File: config.mk
export PLATFORM = sky130hd
export DESIGN_NAME = cpu_wait_gen
export DESIGN_NICKNAME = d
export VERILOG_FILES = /design/src/rtl/cwg_pkg.sv /design/src/rtl/cwg_sync.sv /design/src/rtl/cwg_watchdog.sv /design/src/rtl/cpu_wait_gen.sv
export SDC_FILE = /design/constraint.sdc
export NUM_CORES = 1
export LEC_CHECK = 0
export ABC_AREA = 0
export BUFFER_PORTS_ARGS = -buffer_cell sky130_fd_sc_hd__buf_4
export CORE_UTILIZATION = 54
export DETAILED_ROUTE_END_ITERATION = 8
export PLACE_DENSITY = 0.85
export SLEW_MARGIN = 10
export SYNTH_ARGS = -nofsm -noshare
export SYNTH_HDL_FRONTEND = slang
export SYNTH_HIERARCHICAL = 1
export SYNTH_SLANG_ARGS = --single-unit
File: constraint.sdc
create_clock -name clk -period 1.7 [get_ports clk]
set_input_delay 0.17 -clock clk [delete_from_list [all_inputs] [get_ports clk]]
set_output_delay 0.17 -clock clk [all_outputs]
set_load 0.02 [all_outputs]
File: src/rtl/cwg_pkg.sv
package cwg_pkg;
   // Release requests arriving from the disk controller
   typedef struct packed {
      logic drq;
      logic intrq;
   } ctl_req_t;

   localparam int unsigned CTL_REQ_W = $bits(ctl_req_t);
endpackage

File: src/rtl/cwg_sync.sv
module cwg_sync #(
   parameter int unsigned WIDTH  = 2,
   parameter int unsigned STAGES = 2
) (
   input  logic             clk,
   input  logic             rst_n,
   input  logic [WIDTH-1:0] din,
   output logic [WIDTH-1:0] dout
);
   generate
      if (STAGES == 0) begin : g_bypass
         assign dout = din;
      end else begin : g_chain
         logic [WIDTH-1:0] stage_q [STAGES];
         for (genvar s = 0; s < STAGES; s++) begin : g_stage
            always_ff @(posedge clk or negedge rst_n) begin
               if (!rst_n) begin
                  stage_q[s] <= '0;
               end else if (s == 0) begin
                  stage_q[s] <= din;
               end else begin
                  stage_q[s] <= stage_q[(s == 0) ? 0 : s-1];
               end
            end
         end
         assign dout = stage_q[STAGES-1];
      end
   endgenerate
endmodule

File: src/rtl/cwg_watchdog.sv
module cwg_watchdog #(
   parameter int unsigned LIMIT = 1000
) (
   input  logic clk,
   input  logic rst_n,
   input  logic restart,
   input  logic run,
   output logic expire
);
   localparam int unsigned CNT_W = (LIMIT > 2) ? $clog2(LIMIT) : 1;
   localparam logic [CNT_W-1:0] LAST = CNT_W'(LIMIT - 1);

   logic [CNT_W-1:0] cnt_q;

   assign expire = run && (cnt_q == LAST);

   always_ff @(posedge clk or negedge rst_n) begin
      if (!rst_n) begin
         cnt_q <= '0;
      end else if (restart || !run) begin
         cnt_q <= '0;
      end else if (!expire) begin
         cnt_q <= cnt_q + 1'b1;
      end
   end
endmodule

File: src/rtl/cpu_wait_gen.sv
module cpu_wait_gen
   import cwg_pkg::*;
#(
   parameter int unsigned WDOG_LIMIT  = 1000,
   parameter int unsigned SYNC_STAGES = 2
) (
   input  logic clk,
   input  logic rst_n,
   input  logic sel_wr,
   input  logic sel_wait_bit,
   input  logic drq,
   input  logic intrq,
   output logic wait_n,
   output logic wdog_timeout
);
   generate
      if (WDOG_LIMIT < 2) begin : g_bad_limit
         $error("WDOG_LIMIT must be at least 2");
      end
      if (SYNC_STAGES > 4) begin : g_bad_sync
         $error("SYNC_STAGES must not exceed 4");
      end
   endgenerate

   ctl_req_t req_raw, req_s;
   logic     drq_s, intrq_s;
   logic     arm, wd_expire, release_c;
   logic     waiting_q, tmo_q;

   assign req_raw.drq   = drq;
   assign req_raw.intrq = intrq;

   cwg_sync #(.WIDTH(CTL_REQ_W), .STAGES(SYNC_STAGES)) u_sync (
      .clk  (clk),
      .rst_n(rst_n),
      .din  (req_raw),
      .dout (req_s)
   );

   assign drq_s   = req_s.drq;
   assign intrq_s = req_s.intrq;

   assign arm       = sel_wr && sel_wait_bit;
   assign release_c = drq_s || intrq_s || wd_expire;

   cwg_watchdog #(.LIMIT(WDOG_LIMIT)) u_wdog (
      .clk    (clk),
      .rst_n  (rst_n),
      .restart(arm),
      .run    (waiting_q),
      .expire (wd_expire)
   );

   // Release has priority over arming
   always_ff @(posedge clk or negedge rst_n) begin
      if (!rst_n) begin
         waiting_q <= 1'b0;
      end else if (release_c) begin
         waiting_q <= 1'b0;
      end else if (arm) begin
         waiting_q <= 1'b1;
      end
   end

   always_ff @(posedge clk or negedge rst_n) begin
      if (!rst_n) begin
         tmo_q <= 1'b0;
      end else if (wd_expire) begin
         tmo_q <= 1'b1;
      end else if (arm) begin
         tmo_q <= 1'b0;
      end
   end

   assign wait_n       = ~waiting_q;
   assign wdog_timeout = tmo_q;
endmodule

**After elaboration in Yosys (flattened, before gate mapping)**

Cells that the tools add are included.

- Add/subtract/negate cells: 1
- Equality and inequality tests: 2
- Mux-type cells: 6
- Bitwise gates (word level): 1
- Reductions and logical operators: 8

Operators by type and width:

| operator | count |
|---|---|
| $mux 10 | 2 |
| $add 10x1->10 const B | 1 |
| $eq 10x10->1 const B | 1 |
| $mux 1 | 4 |
| $reduce_bool 2->1 | 2 |
| $logic_or 1x1->1 | 3 |
| $logic_and 1x1->1 | 2 |
| $ne 2x1->1 const B | 1 |
| $logic_not 1->1 | 1 |
| $not 1->1 | 1 |

- Flip-flop bits (word level): 16
- Output and inout bits: 2
- Logic and storage cells: 23

**Depth between registers and ports, before layout**

Gate-level depths: netlist of run 1.

- Word-level depth: 4
- Depth in mapped cells: 5
- Depth with buffers taken out: 5

**Hierarchy**

Netlist of run 1, hierarchy kept.

Modules (own cells, without submodules):

| module | instances | cells an instance | area an instance (µm²) | seq. area each (µm²) |
|---|---|---|---|---|
| cwg_watchdog | 1 | 53 | 523.0 | 250.2 |
| cwg_sync | 1 | 6 | 115.1 | 100.1 |
| cpu_wait_gen | 1 | 7 | 87.6 | 50.0 |

**Worst setup path before layout of run 1**

OpenSTA, ideal clock, no wires.

- Path kind: register to register
- Start point: register u_wdog.cnt_q[0]
- End point: register u_wdog.cnt_q[0]
- Setup time: 79 ps
- Arrival time: 1,226 ps
- Required time: 1,621 ps
- Setup slack: 395 ps
- Stages on the path, launching flop included: 5
- Clock period less this slack: 1,305 ps
- Cells stage by stage: dfrtp_1 -> ha_1 -> nand2_1 -> nor3_2 -> mux2i_1

- Longest elaborated chain between the ends: 3
- Elaborated cells between the ends (all ways): 6

Ends and longest elaborated chain:

| item | line | text |
|---|---|---|
| from (decl) | cwg_watchdog.sv:13 | `logic [CNT_W-1:0] cnt_q;` |
| from (signal assigned) | cwg_watchdog.sv:23 | `cnt_q <= cnt_q + 1'b1;` |
| $eq 10x10->1 | cwg_watchdog.sv:15 | `assign expire = run && (cnt_q == LAST);` |
| $logic_and 1x1->1 | cwg_watchdog.sv:15 |  |
| named net wd_expire | cpu_wait_gen.sv:27 | `logic arm, wd_expire, release_c;` |
| $ne 2x1->1 (no source line) | -- |  |

The timed path passes the listed nets, and every way through them passes these cells. The select of a mux whose other input is x is not followed.
A chain may end at the register's enable or synchronous reset.

**Worst setup path after layout of run 1**

Same ends and word-level chain as after synthesis.

==> run_summary.xml, run 1 <==
<?xml version="1.0" encoding="UTF-8"?>
<metrics>
  <group name="critical_path">
    <metric name="critical_path_buf_inv_count" unit="">0</metric>
    <metric name="cpLargestDelayFamily" unit="">simple AND/OR/NAND/NOR gates</metric>
    <metric name="timing.critical_path.fanout_max" unit="">6</metric>
    <metric name="worst_ep_arrival_time" unit="ps">1700</metric>
    <metric name="setup.worst_path.class" unit="">flop to flop</metric>
    <metric name="slowest_delay" unit="ps">430</metric>
    <metric name="endpoint_kind" unit="">flop</metric>
    <metric name="crit_slowest_cell" unit="">sky130_fd_sc_hd__nor3_2</metric>
    <metric name="crit_path_cell_trace" unit="">ha_1, nand2_1, nor3_2, mux2i_1</metric>
    <metric name="setup.worst_path.start_class" unit="">flop</metric>
    <metric name="timing.critical_path.required" unit="ps">1900</metric>
  </group>
  <group name="power_and_ir_drop">
    <metric name="pwr_dens" unit="nW/µm²">729</metric>
    <metric name="total_power" unit="W">0.000607</metric>
    <metric name="vdd_ir_drop_max" unit="mV">0.488</metric>
    <metric name="power.static_leakage" unit="nW">0.352</metric>
  </group>
  <group name="place">
    <metric name="placement.io_buffers" unit="">7</metric>
    <metric name="numPlacedInstances" unit="">85</metric>
    <metric name="gpl.final_weighted_congestion" unit="">0.869</metric>
  </group>
  <group name="clock_network">
    <metric name="max-clock-path-buffers" unit="">2</metric>
    <metric name="tritoncts" unit="">yes</metric>
    <metric name="clk_latency" unit="ps">270</metric>
    <metric name="sink_count_of_the_clock_tree" unit="">16</metric>
    <metric name="post_cts.resized_instances" unit="">0</metric>
    <metric name="clk_pin_slew_worst_paths" unit="ps">80</metric>
    <metric name="clock_buffers_created_by_tritoncts" unit="">3</metric>
    <metric name="cts_setup_buffers" unit="">0</metric>
    <metric name="cts_htree_levels" unit="">1</metric>
    <metric name="clock_root_buffer" unit="">sky130_fd_sc_hd__clkbuf_4</metric>
  </group>
  <group name="floorplanning">
    <metric name="dieArea" unit="µm²">1490</metric>
    <metric name="floorplan.rows" unit="">12</metric>
    <metric name="boundaryPins" unit="">8</metric>
    <metric name="placeableCoreArea" unit="µm²">1170</metric>
    <metric name="die_x" unit="µm">38.7</metric>
    <metric name="chipHeight" unit="µm">38.7</metric>
    <metric name="floorplan.initialDensity" unit="%">62.0</metric>
  </group>
  <group name="final_layout">
    <metric name="layout.cells.most_common_list" unit="">sky130_fd_sc_hd__dfrtp_1 (16), sky130_fd_sc_hd__buf_4 (7), sky130_fd_sc_hd__nand2_1 (6)</metric>
    <metric name="layout.cells.non_filler" unit="">91</metric>
    <metric name="final_layout_size_suffix_gt1_share" unit="%">19.5</metric>
    <metric name="antenna_cells_inserted" unit="">0</metric>
    <metric name="layout.cells.most_common" unit="">sky130_fd_sc_hd__dfrtp_1</metric>
    <metric name="nets" unit="">86</metric>
    <metric name="area_growth_syn_to_layout" unit="%">14.8</metric>
  </group>
  <group name="status">
    <metric name="outcome" unit="">completed</metric>
  </group>
  <group name="detailed_routing">
    <metric name="postRouteAntennaNets" unit="">0</metric>
    <metric name="detailroute.via_count" unit="">521</metric>
    <metric name="drt_pass1_iterations" unit="">4</metric>
    <metric name="avgRoutedWirePerCell" unit="µm">13.8</metric>
    <metric name="vias_per_cell" unit="">5.73</metric>
    <metric name="detail_route.drc_violations" unit="">0</metric>
    <metric name="detailedRoute.firstIterationViolations" unit="">11</metric>
    <metric name="postRouteWirelength" unit="mm">1.26</metric>
  </group>
  <group name="timing">
    <metric name="portion_of_the_clock_cycle_consumed_by_the_worst_path_in_the_final_layout" unit="%">88.4</metric>
    <metric name="rsz_0062_raised_after_global_routing" unit="">false</metric>
    <metric name="maxClockFrequency" unit="MHz">666</metric>
    <metric name="hold_ws" unit="ps">181</metric>
    <metric name="finalSetupTns" unit="ps">0</metric>
    <metric name="max_slew.worst_pin.slew" unit="ps">488</metric>
    <metric name="setup_violations" unit="">0</metric>
    <metric name="timing.clock.skew" unit="ps">1.42</metric>
    <metric name="finalCriticalPeriod" unit="ps">1500</metric>
    <metric name="timing.slew.headroom" unit="%">67.3</metric>
    <metric name="hold_violations" unit="">0</metric>
    <metric name="slew_violations" unit="">0</metric>
  </group>
  <group name="global_routing">
    <metric name="largest_net_degree_at_the_start_of_global_routing" unit="">17</metric>
    <metric name="grt_remaining_overflow" unit="">0</metric>
    <metric name="grt_pass1_vias" unit="">507</metric>
    <metric name="groute.usage.overall" unit="%">21.8</metric>
    <metric name="antenna_found_initial" unit="">0</metric>
    <metric name="grt_pass1_wl" unit="mm">2.16</metric>
  </group>
  <group name="synthesis">
    <metric name="synth_cell_type_count" unit="">29</metric>
    <metric name="synth_fp_nets" unit="">73</metric>
    <metric name="synth.cell_area" unit="µm²">726</metric>
    <metric name="synthesis.area_per_instance" unit="µm²">11.0</metric>
    <metric name="yosysWarnings" unit="">6</metric>
    <metric name="synth.ff_latch_count" unit="">16</metric>
    <metric name="synth_seq_area_share" unit="%">55.2</metric>
    <metric name="postSynthCellCount" unit="">66</metric>
  </group>
  <group name="run">
    <metric name="max_capacitance_violation_count" unit="">0</metric>
  </group>
  <group name="min_path">
    <metric name="hold_path_class" unit="">primary input to flop</metric>
  </group>
</metrics>
-- metal layers --
layer | wire (µm) | vias to the layer above | GRT usage, %
met3 | 40 | 0 | 5.20
met1 | 615 | 257 | 29.6
met5 | 0 | - | 0
met2 | 602 | 8 | 35.0
met4 | 0 | 0 | 5.17
li1 | - | 256 | -
-- sequential cells by signal, summed over array words and instances (netlist names) --
name,count
u_sync/dout,2
wdog_timeout,1
u_wdog/cnt_q,10
waiting_q,1
u_sync/g_chain.stage_q,2
-- metrics by stage --
step	cell area, µm²	utilization, %	setup slack (ps)
floorplan	726	-	395
CTS	833	71.2	205
detailed placement	781	66.7	227
finish	833	71.2	197
global placement	781	66.7	312
global route	833	71.2	75.3
-- timing repair --
action | CTS | global route
endpoints found under the hold margin | 18 | 0
hold buffers | 3 | 0
endpoints found under the setup margin | 0 | 0
-- where the power goes --
group	total (W)	internal, W	switching [W]	leakage (nW)
Clock	0.000185	0.0000819	0.000103	0.0138
Sequential	0.000390	0.000387	0.00000329	0.214
Combinational	0.0000326	0.0000162	0.0000165	0.124
Total	0.000607	0.000485	0.000123	0.352
-- path summary, 6_finish.rpt --
check	slack, ps	from	end	depth (start not counted)
min in group asynchronous	280	rst_n	u_wdog/cnt_q[9]	2
min reg2reg	350	u_sync/g_chain.stage_q[2]	u_sync/dout[0]	0
min	180	sel_wait_bit	waiting_q	3
max in group asynchronous	1240	rst_n	u_wdog/cnt_q[5]	2
max	200	u_wdog/cnt_q[0]	u_wdog/cnt_q[0]	4
max reg2reg	200	u_wdog/cnt_q[0]	u_wdog/cnt_q[0]	4
-- cell families (layout without fill, tap and decap cells) --
group           count (synthesis)  count (layout)  synth area share, %
xor+xnor                        2               2                 2.41
buf+inv                         5              16                 3.62
flops                          16              16                 55.2
mux                             2               2                 2.76
compound gates                 13              13                 12.4
fa+ha+maj                       1               1                 1.72
simple gates                   27              27                 21.9
-- synthesized netlist by cell type --
cell                        count  area, µm²
sky130_fd_sc_hd__nand4_1        1       6.26
sky130_fd_sc_hd__nand2_1        6       22.5
sky130_fd_sc_hd__nor2b_1        1       6.26
sky130_fd_sc_hd__nor2_1         3       11.3
sky130_fd_sc_hd__dfrtp_1       16        400
sky130_fd_sc_hd__nand2b_1       1       6.26
sky130_fd_sc_hd__o31ai_1        2       15.0
sky130_fd_sc_hd__or2b_1         1       7.51
sky130_fd_sc_hd__nor3_2         1       10.0
sky130_fd_sc_hd__nand4_2        1       12.5
sky130_fd_sc_hd__buf_4          2       15.0
sky130_fd_sc_hd__and3_1         1       6.26
sky130_fd_sc_hd__a2111oi_2      1       15.0
sky130_fd_sc_hd__nand2_2        1       6.26
sky130_fd_sc_hd__inv_1          3       11.3
sky130_fd_sc_hd__or4_1          2       15.0
sky130_fd_sc_hd__o21a_1         2       15.0
sky130_fd_sc_hd__ha_1           1       12.5
sky130_fd_sc_hd__a31oi_1        1       6.26
sky130_fd_sc_hd__xor2_1         1       8.76
sky130_fd_sc_hd__xnor2_1        1       8.76
sky130_fd_sc_hd__mux2i_1        2       20.0
sky130_fd_sc_hd__a21oi_1        4       20.0
sky130_fd_sc_hd__or3_1          2       12.5
sky130_fd_sc_hd__nor3_1         2       10.0
sky130_fd_sc_hd__o21ai_0        2       10.0
sky130_fd_sc_hd__a21o_2         1       8.76
sky130_fd_sc_hd__nand4bb_1      1       11.3
sky130_fd_sc_hd__nand3_1        3       15.0
-- worst reg2reg max path, cell delays in order, from the launching register on --
cell	delay [ps]
sky130_fd_sc_hd__dfrtp_1	420
sky130_fd_sc_hd__ha_1	250
sky130_fd_sc_hd__nand2_1	110
sky130_fd_sc_hd__nor3_2	430
sky130_fd_sc_hd__mux2i_1	230
-- final cells by class --
| class | instances | area [µm²] |
|---|---|---|
| inverter | 3 | 11.3 |
| clock buffer | 3 | 22.5 |
| multi-input combinational | 45 | 299 |
| tap | 14 | 17.5 |
| timing repair buffer | 10 | 82.6 |
| sequential | 16 | 400 |
| fill | 95 | 338 |
Power figures use the tool's default switching activity.
==> run 2: changes to the inputs <==
--- a/config.mk
+++ b/config.mk
@@ -5,11 +5,11 @@
 export SDC_FILE = /design/constraint.sdc
 export NUM_CORES = 1
 export LEC_CHECK = 0
-export ABC_AREA = 0
-export BUFFER_PORTS_ARGS = -buffer_cell sky130_fd_sc_hd__buf_4
-export CORE_UTILIZATION = 54
+export ABC_AREA = 1
+export CORE_UTILIZATION = 55
 export DETAILED_ROUTE_END_ITERATION = 8
-export PLACE_DENSITY = 0.85
+export DONT_BUFFER_PORTS = 1
+export PLACE_DENSITY = 0.81
 export SLEW_MARGIN = 10
 export SYNTH_ARGS = -nofsm -noshare
 export SYNTH_HDL_FRONTEND = slang
==> run 2 against run 1 <==
Compared with the run above:
- register-to-register slack better by 70 ps
- die area up 8.7%
- count of clock-buffer cells in the layout up 1
- combinational power down 22%
- core utilization down 5.4 points
- wire length up 17%
==> run_summary.xml, run 2 <==
<?xml version="1.0" encoding="UTF-8"?>
<metrics>
  <group name="synthesis">
    <metric name="synth_fp_nets" unit="">105</metric>
    <metric name="yosysWarnings" unit="">6</metric>
    <metric name="synth-edff-count" unit="">0</metric>
    <metric name="synth_top_area_share" unit="%">49.6</metric>
    <metric name="synth_seq_area_share" unit="%">49.6</metric>
    <metric name="synth.top_cells.by_area" unit="">sky130_fd_sc_hd__dfrtp_1 (50%), sky130_fd_sc_hd__nand2_1 (9.8%), sky130_fd_sc_hd__inv_1 (7.0%)</metric>
    <metric name="post-synth-top-area-cell" unit="">sky130_fd_sc_hd__dfrtp_1</metric>
    <metric name="async_flop_share" unit="%">100</metric>
    <metric name="synth_cell_type_count" unit="">20</metric>
    <metric name="synth.most_common_cell" unit="">sky130_fd_sc_hd__nand2_1</metric>
    <metric name="synthesis.area_per_instance" unit="µm²">8.23</metric>
    <metric name="synth.ff_latch_count" unit="">16</metric>
    <metric name="post_synth_most_frequent_cells" unit="">sky130_fd_sc_hd__nand2_1 (21), sky130_fd_sc_hd__dfrtp_1 (16), sky130_fd_sc_hd__inv_1 (15), sky130_fd_sc_hd__nor2_1 (13)</metric>
    <metric name="ys.flop_type" unit="">sky130_fd_sc_hd__dfrtp_1</metric>
    <metric name="postSynthCellCount" unit="">98</metric>
    <metric name="synth.cell_area" unit="µm²">807</metric>
  </group>
  <group name="detailed_routing">
    <metric name="detail_route.drc_violations" unit="">0</metric>
    <metric name="detailedRoute.firstIterationViolations" unit="">23</metric>
    <metric name="avgRoutedWirePerCell" unit="µm">12.4</metric>
    <metric name="vias_per_cell" unit="">5.31</metric>
    <metric name="drt_pass1_iterations" unit="">4</metric>
    <metric name="postRouteWirelength" unit="mm">1.47</metric>
    <metric name="postRouteAntennaNets" unit="">0</metric>
    <metric name="detailroute.via_count" unit="">627</metric>
  </group>
  <group name="timing">
    <metric name="finalSetupTns" unit="ps">0</metric>
    <metric name="setup_violations" unit="">0</metric>
    <metric name="hold_violations" unit="">0</metric>
    <metric name="slew_violations" unit="">0</metric>
    <metric name="rsz_0062_raised_after_global_routing" unit="">false</metric>
    <metric name="finalCriticalPeriod" unit="ps">1430</metric>
    <metric name="timing.clock.skew" unit="ps">2.20</metric>
    <metric name="timing.slew.headroom" unit="%">53.9</metric>
    <metric name="max_slew.worst_pin.slew" unit="ps">689</metric>
    <metric name="portion_of_the_clock_cycle_consumed_by_the_worst_path_in_the_final_layout" unit="%">84.1</metric>
    <metric name="maxClockFrequency" unit="MHz">700</metric>
  </group>
  <group name="clock_network">
    <metric name="tritoncts" unit="">yes</metric>
    <metric name="sink_count_of_the_clock_tree" unit="">16</metric>
    <metric name="cts_htree_levels" unit="">1</metric>
    <metric name="clock_root_buffer" unit="">sky130_fd_sc_hd__clkbuf_4</metric>
    <metric name="post_cts_hold_fix_bufs" unit="">3</metric>
    <metric name="post_cts.resized_instances" unit="">0</metric>
    <metric name="clk_pin_slew_worst_paths" unit="ps">90</metric>
    <metric name="cts_setup_buffers" unit="">0</metric>
    <metric name="max-clock-path-buffers" unit="">2</metric>
    <metric name="clk_latency" unit="ps">280</metric>
    <metric name="clock_buffers_created_by_tritoncts" unit="">3</metric>
  </group>
  <group name="final_layout">
    <metric name="nets" unit="">111</metric>
    <metric name="largest_register_ffs" unit="">10</metric>
    <metric name="area_growth_syn_to_layout" unit="%">8.68</metric>
    <metric name="regMostFlops" unit="">u_wdog/cnt_q</metric>
    <metric name="final_layout_size_suffix_gt1_share" unit="%">13.6</metric>
    <metric name="layout.cells.most_common" unit="">sky130_fd_sc_hd__nand2_1</metric>
    <metric name="antenna_cells_inserted" unit="">0</metric>
    <metric name="post-route-cell-area" unit="µm²">877</metric>
    <metric name="layout.cells.most_common_list" unit="">sky130_fd_sc_hd__nand2_1 (21), sky130_fd_sc_hd__dfrtp_1 (16), sky130_fd_sc_hd__inv_1 (15)</metric>
    <metric name="postLayoutCoreUtil" unit="%">65.8</metric>
  </group>
  <group name="run">
    <metric name="max_capacitance_violation_count" unit="">0</metric>
  </group>
  <group name="critical_path">
    <metric name="setup.worst_path.start_class" unit="">flop</metric>
    <metric name="worst_ep_arrival_time" unit="ps">1610</metric>
    <metric name="timing.critical_path.fanout_max" unit="">7</metric>
    <metric name="endpoint_kind" unit="">flop</metric>
    <metric name="timing.critical_path.required" unit="ps">1880</metric>
    <metric name="setup.worst_path.class" unit="">flop to flop</metric>
  </group>
  <group name="power_and_ir_drop">
    <metric name="power.static_leakage" unit="nW">0.394</metric>
    <metric name="pwr_dens" unit="nW/µm²">750</metric>
    <metric name="vdd_ir_drop_max" unit="mV">0.583</metric>
  </group>
  <group name="global_routing">
    <metric name="largest_net_degree_at_the_start_of_global_routing" unit="">17</metric>
    <metric name="grt_pass1_wl" unit="mm">2.37</metric>
    <metric name="grt_pass1_vias" unit="">565</metric>
    <metric name="antenna_found_initial" unit="">0</metric>
    <metric name="grt_remaining_overflow" unit="">0</metric>
    <metric name="groute.usage.overall" unit="%">23.3</metric>
  </group>
  <group name="place">
    <metric name="placement.io_buffers" unit="">0</metric>
    <metric name="place_hpwl" unit="mm">1.14</metric>
    <metric name="gpl.final_weighted_congestion" unit="">0.859</metric>
    <metric name="placed_area" unit="µm²">811</metric>
  </group>
  <group name="floorplanning">
    <metric name="die_x" unit="µm">40.3</metric>
    <metric name="boundaryPins" unit="">8</metric>
    <metric name="chipHeight" unit="µm">40.3</metric>
    <metric name="dieArea" unit="µm²">1620</metric>
    <metric name="floorplan.initialDensity" unit="%">60.5</metric>
    <metric name="floorplan.rows" unit="">13</metric>
    <metric name="placeableCoreArea" unit="µm²">1330</metric>
  </group>
  <group name="status">
    <metric name="outcome" unit="">completed</metric>
  </group>
  <group name="min_path">
    <metric name="hold_path_class" unit="">primary input to flop</metric>
  </group>
</metrics>
-- run 2: cell types whose count changed in the layout (fill, tap and decap cells not counted), moves of 4 or more --
cell and delta:
sky130_fd_sc_hd__nand4_1 +4, sky130_fd_sc_hd__nand2_1 +15, sky130_fd_sc_hd__nor2_1 +10, sky130_fd_sc_hd__inv_1 +12, sky130_fd_sc_hd__buf_4 -6
-- run 2: layer usage --
metal  up-vias  GRT usage (%)  part of all wire, %
met5         -              0                    0
met4         0           12.5                 0.89
met3         2           6.67                  5.5
met2        22           36.3                   47
met1       288           29.0                   47
li1        315              -                    -
-- run 2: where the power goes --
| part | internal [W] | leakage (nW) | switching (W) |
|---|---|---|---|
| clock | 0.000130 | 0.0210 | 0.000111 |
| combinational | 0.00000932 | 0.159 | 0.0000162 |
| sequential | 0.000387 | 0.214 | 0.00000379 |
| total | 0.000526 | 0.394 | 0.000131 |
-- run 2: critical path, stage by stage (launching register included) --
cell                      delay [ps]
sky130_fd_sc_hd__dfrtp_1         470
sky130_fd_sc_hd__ha_1            250
sky130_fd_sc_hd__nand2_1          80
sky130_fd_sc_hd__nor2_1          190
sky130_fd_sc_hd__nand3_4         120
sky130_fd_sc_hd__inv_1            80
sky130_fd_sc_hd__inv_1            50
sky130_fd_sc_hd__nand2_1          60
sky130_fd_sc_hd__nor2_1           40
-- run 2: metrics by stage --
step	cells	setup slack [ps]	hold slack (ps)	power, W
global placement	111	373	-125	0.000411
CTS	118	274	35.9	0.000669
finish	118	271	42.5	0.000658
detailed placement	111	289	-125	0.000412
floorplan	98	413	-126	0.000412
global route	118	134	69.6	0.000697
-- run 2: logic make-up after synthesis --
kind of cell,share of synthesized area [%]
buf+inv,10.2
fa+ha+maj,1.55
compound gates,4.96
simple gates,31.5
flops,49.6
xor+xnor,2.17
-- run 2: path summary, 6_finish.rpt --
path                                           start         endpoint  slack (ps)  cells past startpoint
max in group asynchronous                      rst_n  u_wdog/cnt_q[5]         900                      1
hold / removal                          sel_wait_bit        waiting_q          40                      2
hold reg to reg            u_sync/g_chain.stage_q[2]   u_sync/dout[0]         360                      0
setup / recovery                     u_wdog/cnt_q[0]        waiting_q         270                      8
min in group asynchronous                      rst_n  u_wdog/cnt_q[1]         370                      1
setup reg to reg                     u_wdog/cnt_q[0]        waiting_q         270                      8
-- run 2: final cells by class --
cell class	instances	area, µm²
fill	115	457
sequential	16	400
multi-input combinational	63	324
inverter	16	60.1
timing repair buffer	4	37.5
clock buffer	4	36.3
tap	15	18.8
==> run 3: changes to the inputs <==
==> constraint.sdc (replaced) <==
create_clock -name clk -period 1.49 [get_ports clk]
set_input_delay 0.149 -clock clk [delete_from_list [all_inputs] [get_ports clk]]
set_output_delay 0.149 -clock clk [all_outputs]
set_load 0.02 [all_outputs]
==> run 3 against run 2 <==
Compared with the run above:
- hold slack worse by 20 ps
- via count up 0.48%
- core utilization increased by 0.56 points
- sequential cell count unchanged
- die area did not move
- cell count grew 0.85%
==> run_summary.xml, run 3 (synthesis results as in run 2) <==
<?xml version="1.0" encoding="UTF-8"?>
<metrics>
  <group name="place">
    <metric name="gpl.final_weighted_congestion" unit="">0.928</metric>
    <metric name="place_hpwl" unit="mm">1.09</metric>
    <metric name="numPlacedInstances" unit="">112</metric>
    <metric name="placement.io_buffers" unit="">0</metric>
    <metric name="placed_area" unit="µm²">818</metric>
  </group>
  <group name="critical_path">
    <metric name="rr_worst_depth" unit="">8</metric>
    <metric name="critPathCapture" unit="">waiting_q</metric>
    <metric name="cpLargestDelayFamily" unit="">simple AND/OR/NAND/NOR gates</metric>
    <metric name="timing.critical_path.fanout_max" unit="">5</metric>
    <metric name="path_depth" unit="">8</metric>
    <metric name="crit-reg2reg-capture" unit="">waiting_q</metric>
    <metric name="regToRegSetupSlack" unit="ps">210</metric>
    <metric name="setup.worst_path.class" unit="">flop to flop</metric>
    <metric name="endpoint_kind" unit="">flop</metric>
    <metric name="crit-reg2reg-launch" unit="">u_wdog/cnt_q[1]</metric>
    <metric name="crit_path_cell_trace" unit="">ha_1, nand2_1, nor2_1, nand3_4, inv_1, inv_1, nand2_1, nor2_1</metric>
    <metric name="timing.critical_path.from" unit="">u_wdog/cnt_q[1]</metric>
    <metric name="setup.worst_path.start_class" unit="">flop</metric>
    <metric name="slowest_delay" unit="ps">390</metric>
    <metric name="crit_slowest_cell" unit="">sky130_fd_sc_hd__dfrtp_1</metric>
    <metric name="worst_ep_arrival_time" unit="ps">1460</metric>
    <metric name="critical_path_buf_inv_count" unit="">2</metric>
    <metric name="timing.critical_path.required" unit="ps">1670</metric>
  </group>
  <group name="power_and_ir_drop">
    <metric name="pwr_dens" unit="nW/µm²">858</metric>
    <metric name="power.static_leakage" unit="nW">0.400</metric>
    <metric name="vdd_ir_drop_max" unit="mV">0.848</metric>
  </group>
  <group name="floorplanning">
    <metric name="floorplan.initialDensity" unit="%">60.5</metric>
    <metric name="chipHeight" unit="µm">40.3</metric>
    <metric name="dieArea" unit="µm²">1620</metric>
    <metric name="floorplan.rows" unit="">13</metric>
    <metric name="boundaryPins" unit="">8</metric>
    <metric name="die_x" unit="µm">40.3</metric>
    <metric name="placeableCoreArea" unit="µm²">1330</metric>
  </group>
  <group name="final_layout">
    <metric name="layout.cells.non_filler" unit="">119</metric>
    <metric name="regMostFlops" unit="">u_wdog/cnt_q</metric>
    <metric name="post-route-cell-area" unit="µm²">885</metric>
    <metric name="final_layout_size_suffix_gt1_share" unit="%">14.4</metric>
    <metric name="layout.cells.most_common_list" unit="">sky130_fd_sc_hd__nand2_1 (21), sky130_fd_sc_hd__dfrtp_1 (16), sky130_fd_sc_hd__inv_1 (15)</metric>
    <metric name="largest_register_ffs" unit="">10</metric>
    <metric name="number_of_fillers_in_the_final_layout" unit="">117</metric>
    <metric name="layout.cells.most_common" unit="">sky130_fd_sc_hd__nand2_1</metric>
    <metric name="antenna_cells_inserted" unit="">0</metric>
    <metric name="postLayoutCoreUtil" unit="%">66.3</metric>
    <metric name="nets" unit="">112</metric>
    <metric name="area_growth_syn_to_layout" unit="%">9.61</metric>
  </group>
  <group name="global_routing">
    <metric name="grt_pass1_vias" unit="">569</metric>
    <metric name="grt_pass1_wl" unit="mm">2.42</metric>
    <metric name="antenna_found_initial" unit="">0</metric>
    <metric name="largest_net_degree_at_the_start_of_global_routing" unit="">17</metric>
    <metric name="groute.usage.overall" unit="%">23.8</metric>
    <metric name="grt_remaining_overflow" unit="">0</metric>
  </group>
  <group name="clock_network">
    <metric name="sink_count_of_the_clock_tree" unit="">16</metric>
    <metric name="max-clock-path-buffers" unit="">2</metric>
    <metric name="clk_latency" unit="ps">280</metric>
    <metric name="clock_root_buffer" unit="">sky130_fd_sc_hd__clkbuf_4</metric>
    <metric name="tritoncts" unit="">yes</metric>
    <metric name="cts_htree_levels" unit="">1</metric>
    <metric name="clock_buffers_created_by_tritoncts" unit="">3</metric>
    <metric name="clk_pin_slew_worst_paths" unit="ps">90</metric>
  </group>
  <group name="detailed_routing">
    <metric name="detail_route.drc_violations" unit="">0</metric>
    <metric name="detailroute.via_count" unit="">630</metric>
    <metric name="vias_per_cell" unit="">5.29</metric>
    <metric name="drt_pass1_iterations" unit="">4</metric>
    <metric name="postRouteWirelength" unit="mm">1.49</metric>
    <metric name="postRouteAntennaNets" unit="">0</metric>
    <metric name="avgRoutedWirePerCell" unit="µm">12.5</metric>
    <metric name="detailedRoute.firstIterationViolations" unit="">6</metric>
  </group>
  <group name="timing">
    <metric name="max_slew.worst_pin.slew" unit="ps">696</metric>
    <metric name="rsz_0062_raised_after_global_routing" unit="">false</metric>
    <metric name="hold_violations" unit="">0</metric>
    <metric name="timing.clock.skew" unit="ps">5.81</metric>
    <metric name="finalSetupTns" unit="ps">0</metric>
    <metric name="slew_violations" unit="">0</metric>
    <metric name="maxClockFrequency" unit="MHz">779</metric>
    <metric name="finalCriticalPeriod" unit="ps">1280</metric>
    <metric name="setup_violations" unit="">0</metric>
    <metric name="portion_of_the_clock_cycle_consumed_by_the_worst_path_in_the_final_layout" unit="%">86.2</metric>
    <metric name="timing.slew.headroom" unit="%">53.5</metric>
  </group>
  <group name="run">
    <metric name="max_capacitance_violation_count" unit="">0</metric>
  </group>
  <group name="status">
    <metric name="outcome" unit="">completed</metric>
  </group>
  <group name="min_path">
    <metric name="hold_path_class" unit="">primary input to flop</metric>
  </group>
</metrics>
## run 3: cell types whose count changed in the layout (fill, tap and decap cells not counted)
cell	delta
sky130_fd_sc_hd__buf_4	+1
## run 3: routing by layer
metal / global-route usage (%) / up-vias / share of wire, %
li1: - / 314 / -
met1: 27.3 / 309 / 45
met2: 41.9 / 5 / 51
met3: 5.56 / 2 / 2.1
met4: 10.0 / 0 / 1.5
met5: 0 / - / 0
## run 3: how the worst min path moves through the flow
stage,startpoint,to,depth (start not counted)
3_3_place_gp,rst_n,u_wdog/cnt_q[7],0
5_1_grt,sel_wait_bit,waiting_q,2
4_1_cts,sel_wait_bit,waiting_q,2
2_1_floorplan,rst_n,u_sync/dout[0],0
3_5_place_dp,rst_n,u_wdog/cnt_q[7],0
6_report,sel_wait_bit,waiting_q,2
## run 3: timing repair
action | CTS | global route
resized for setup | 0 | 0
endpoints found under the hold margin | 18 | 0
hold buffers | 3 | 0
setup buffers | 0 | 0
## run 3: final cells by class
| class | instances | area, µm² | area share [%] |
|---|---|---|---|
| well taps | 15 | 18.8 | 2.12 |
| flip-flops and latches | 16 | 400 | 45.3 |
| multi-input cells | 63 | 324 | 36.6 |
| repair buffers | 5 | 45.0 | 5.09 |
| clock buffers | 4 | 36.3 | 4.10 |
| inverters | 16 | 60.1 | 6.79 |
## run 3: power breakdown
group,internal (W),total (W),leakage (nW),switching [W]
Clock,0.000148,0.000283,0.0210,0.000135
Combinational,0.0000117,0.0000318,0.165,0.0000201
Sequential,0.000441,0.000444,0.214,0.00000301
## run 3: through the flow
step | worst slack [ps] | total power (W) | hold WS, ps
after floorplan | 203 | 0.000470 | -147
after global placement | 252 | 0.000470 | -146
after global routing | 89.8 | 0.000794 | 43.5
after detailed placement | 216 | 0.000471 | -146
final | 206 | 0.000759 | 22.1
after CTS | 203 | 0.000759 | 24.5
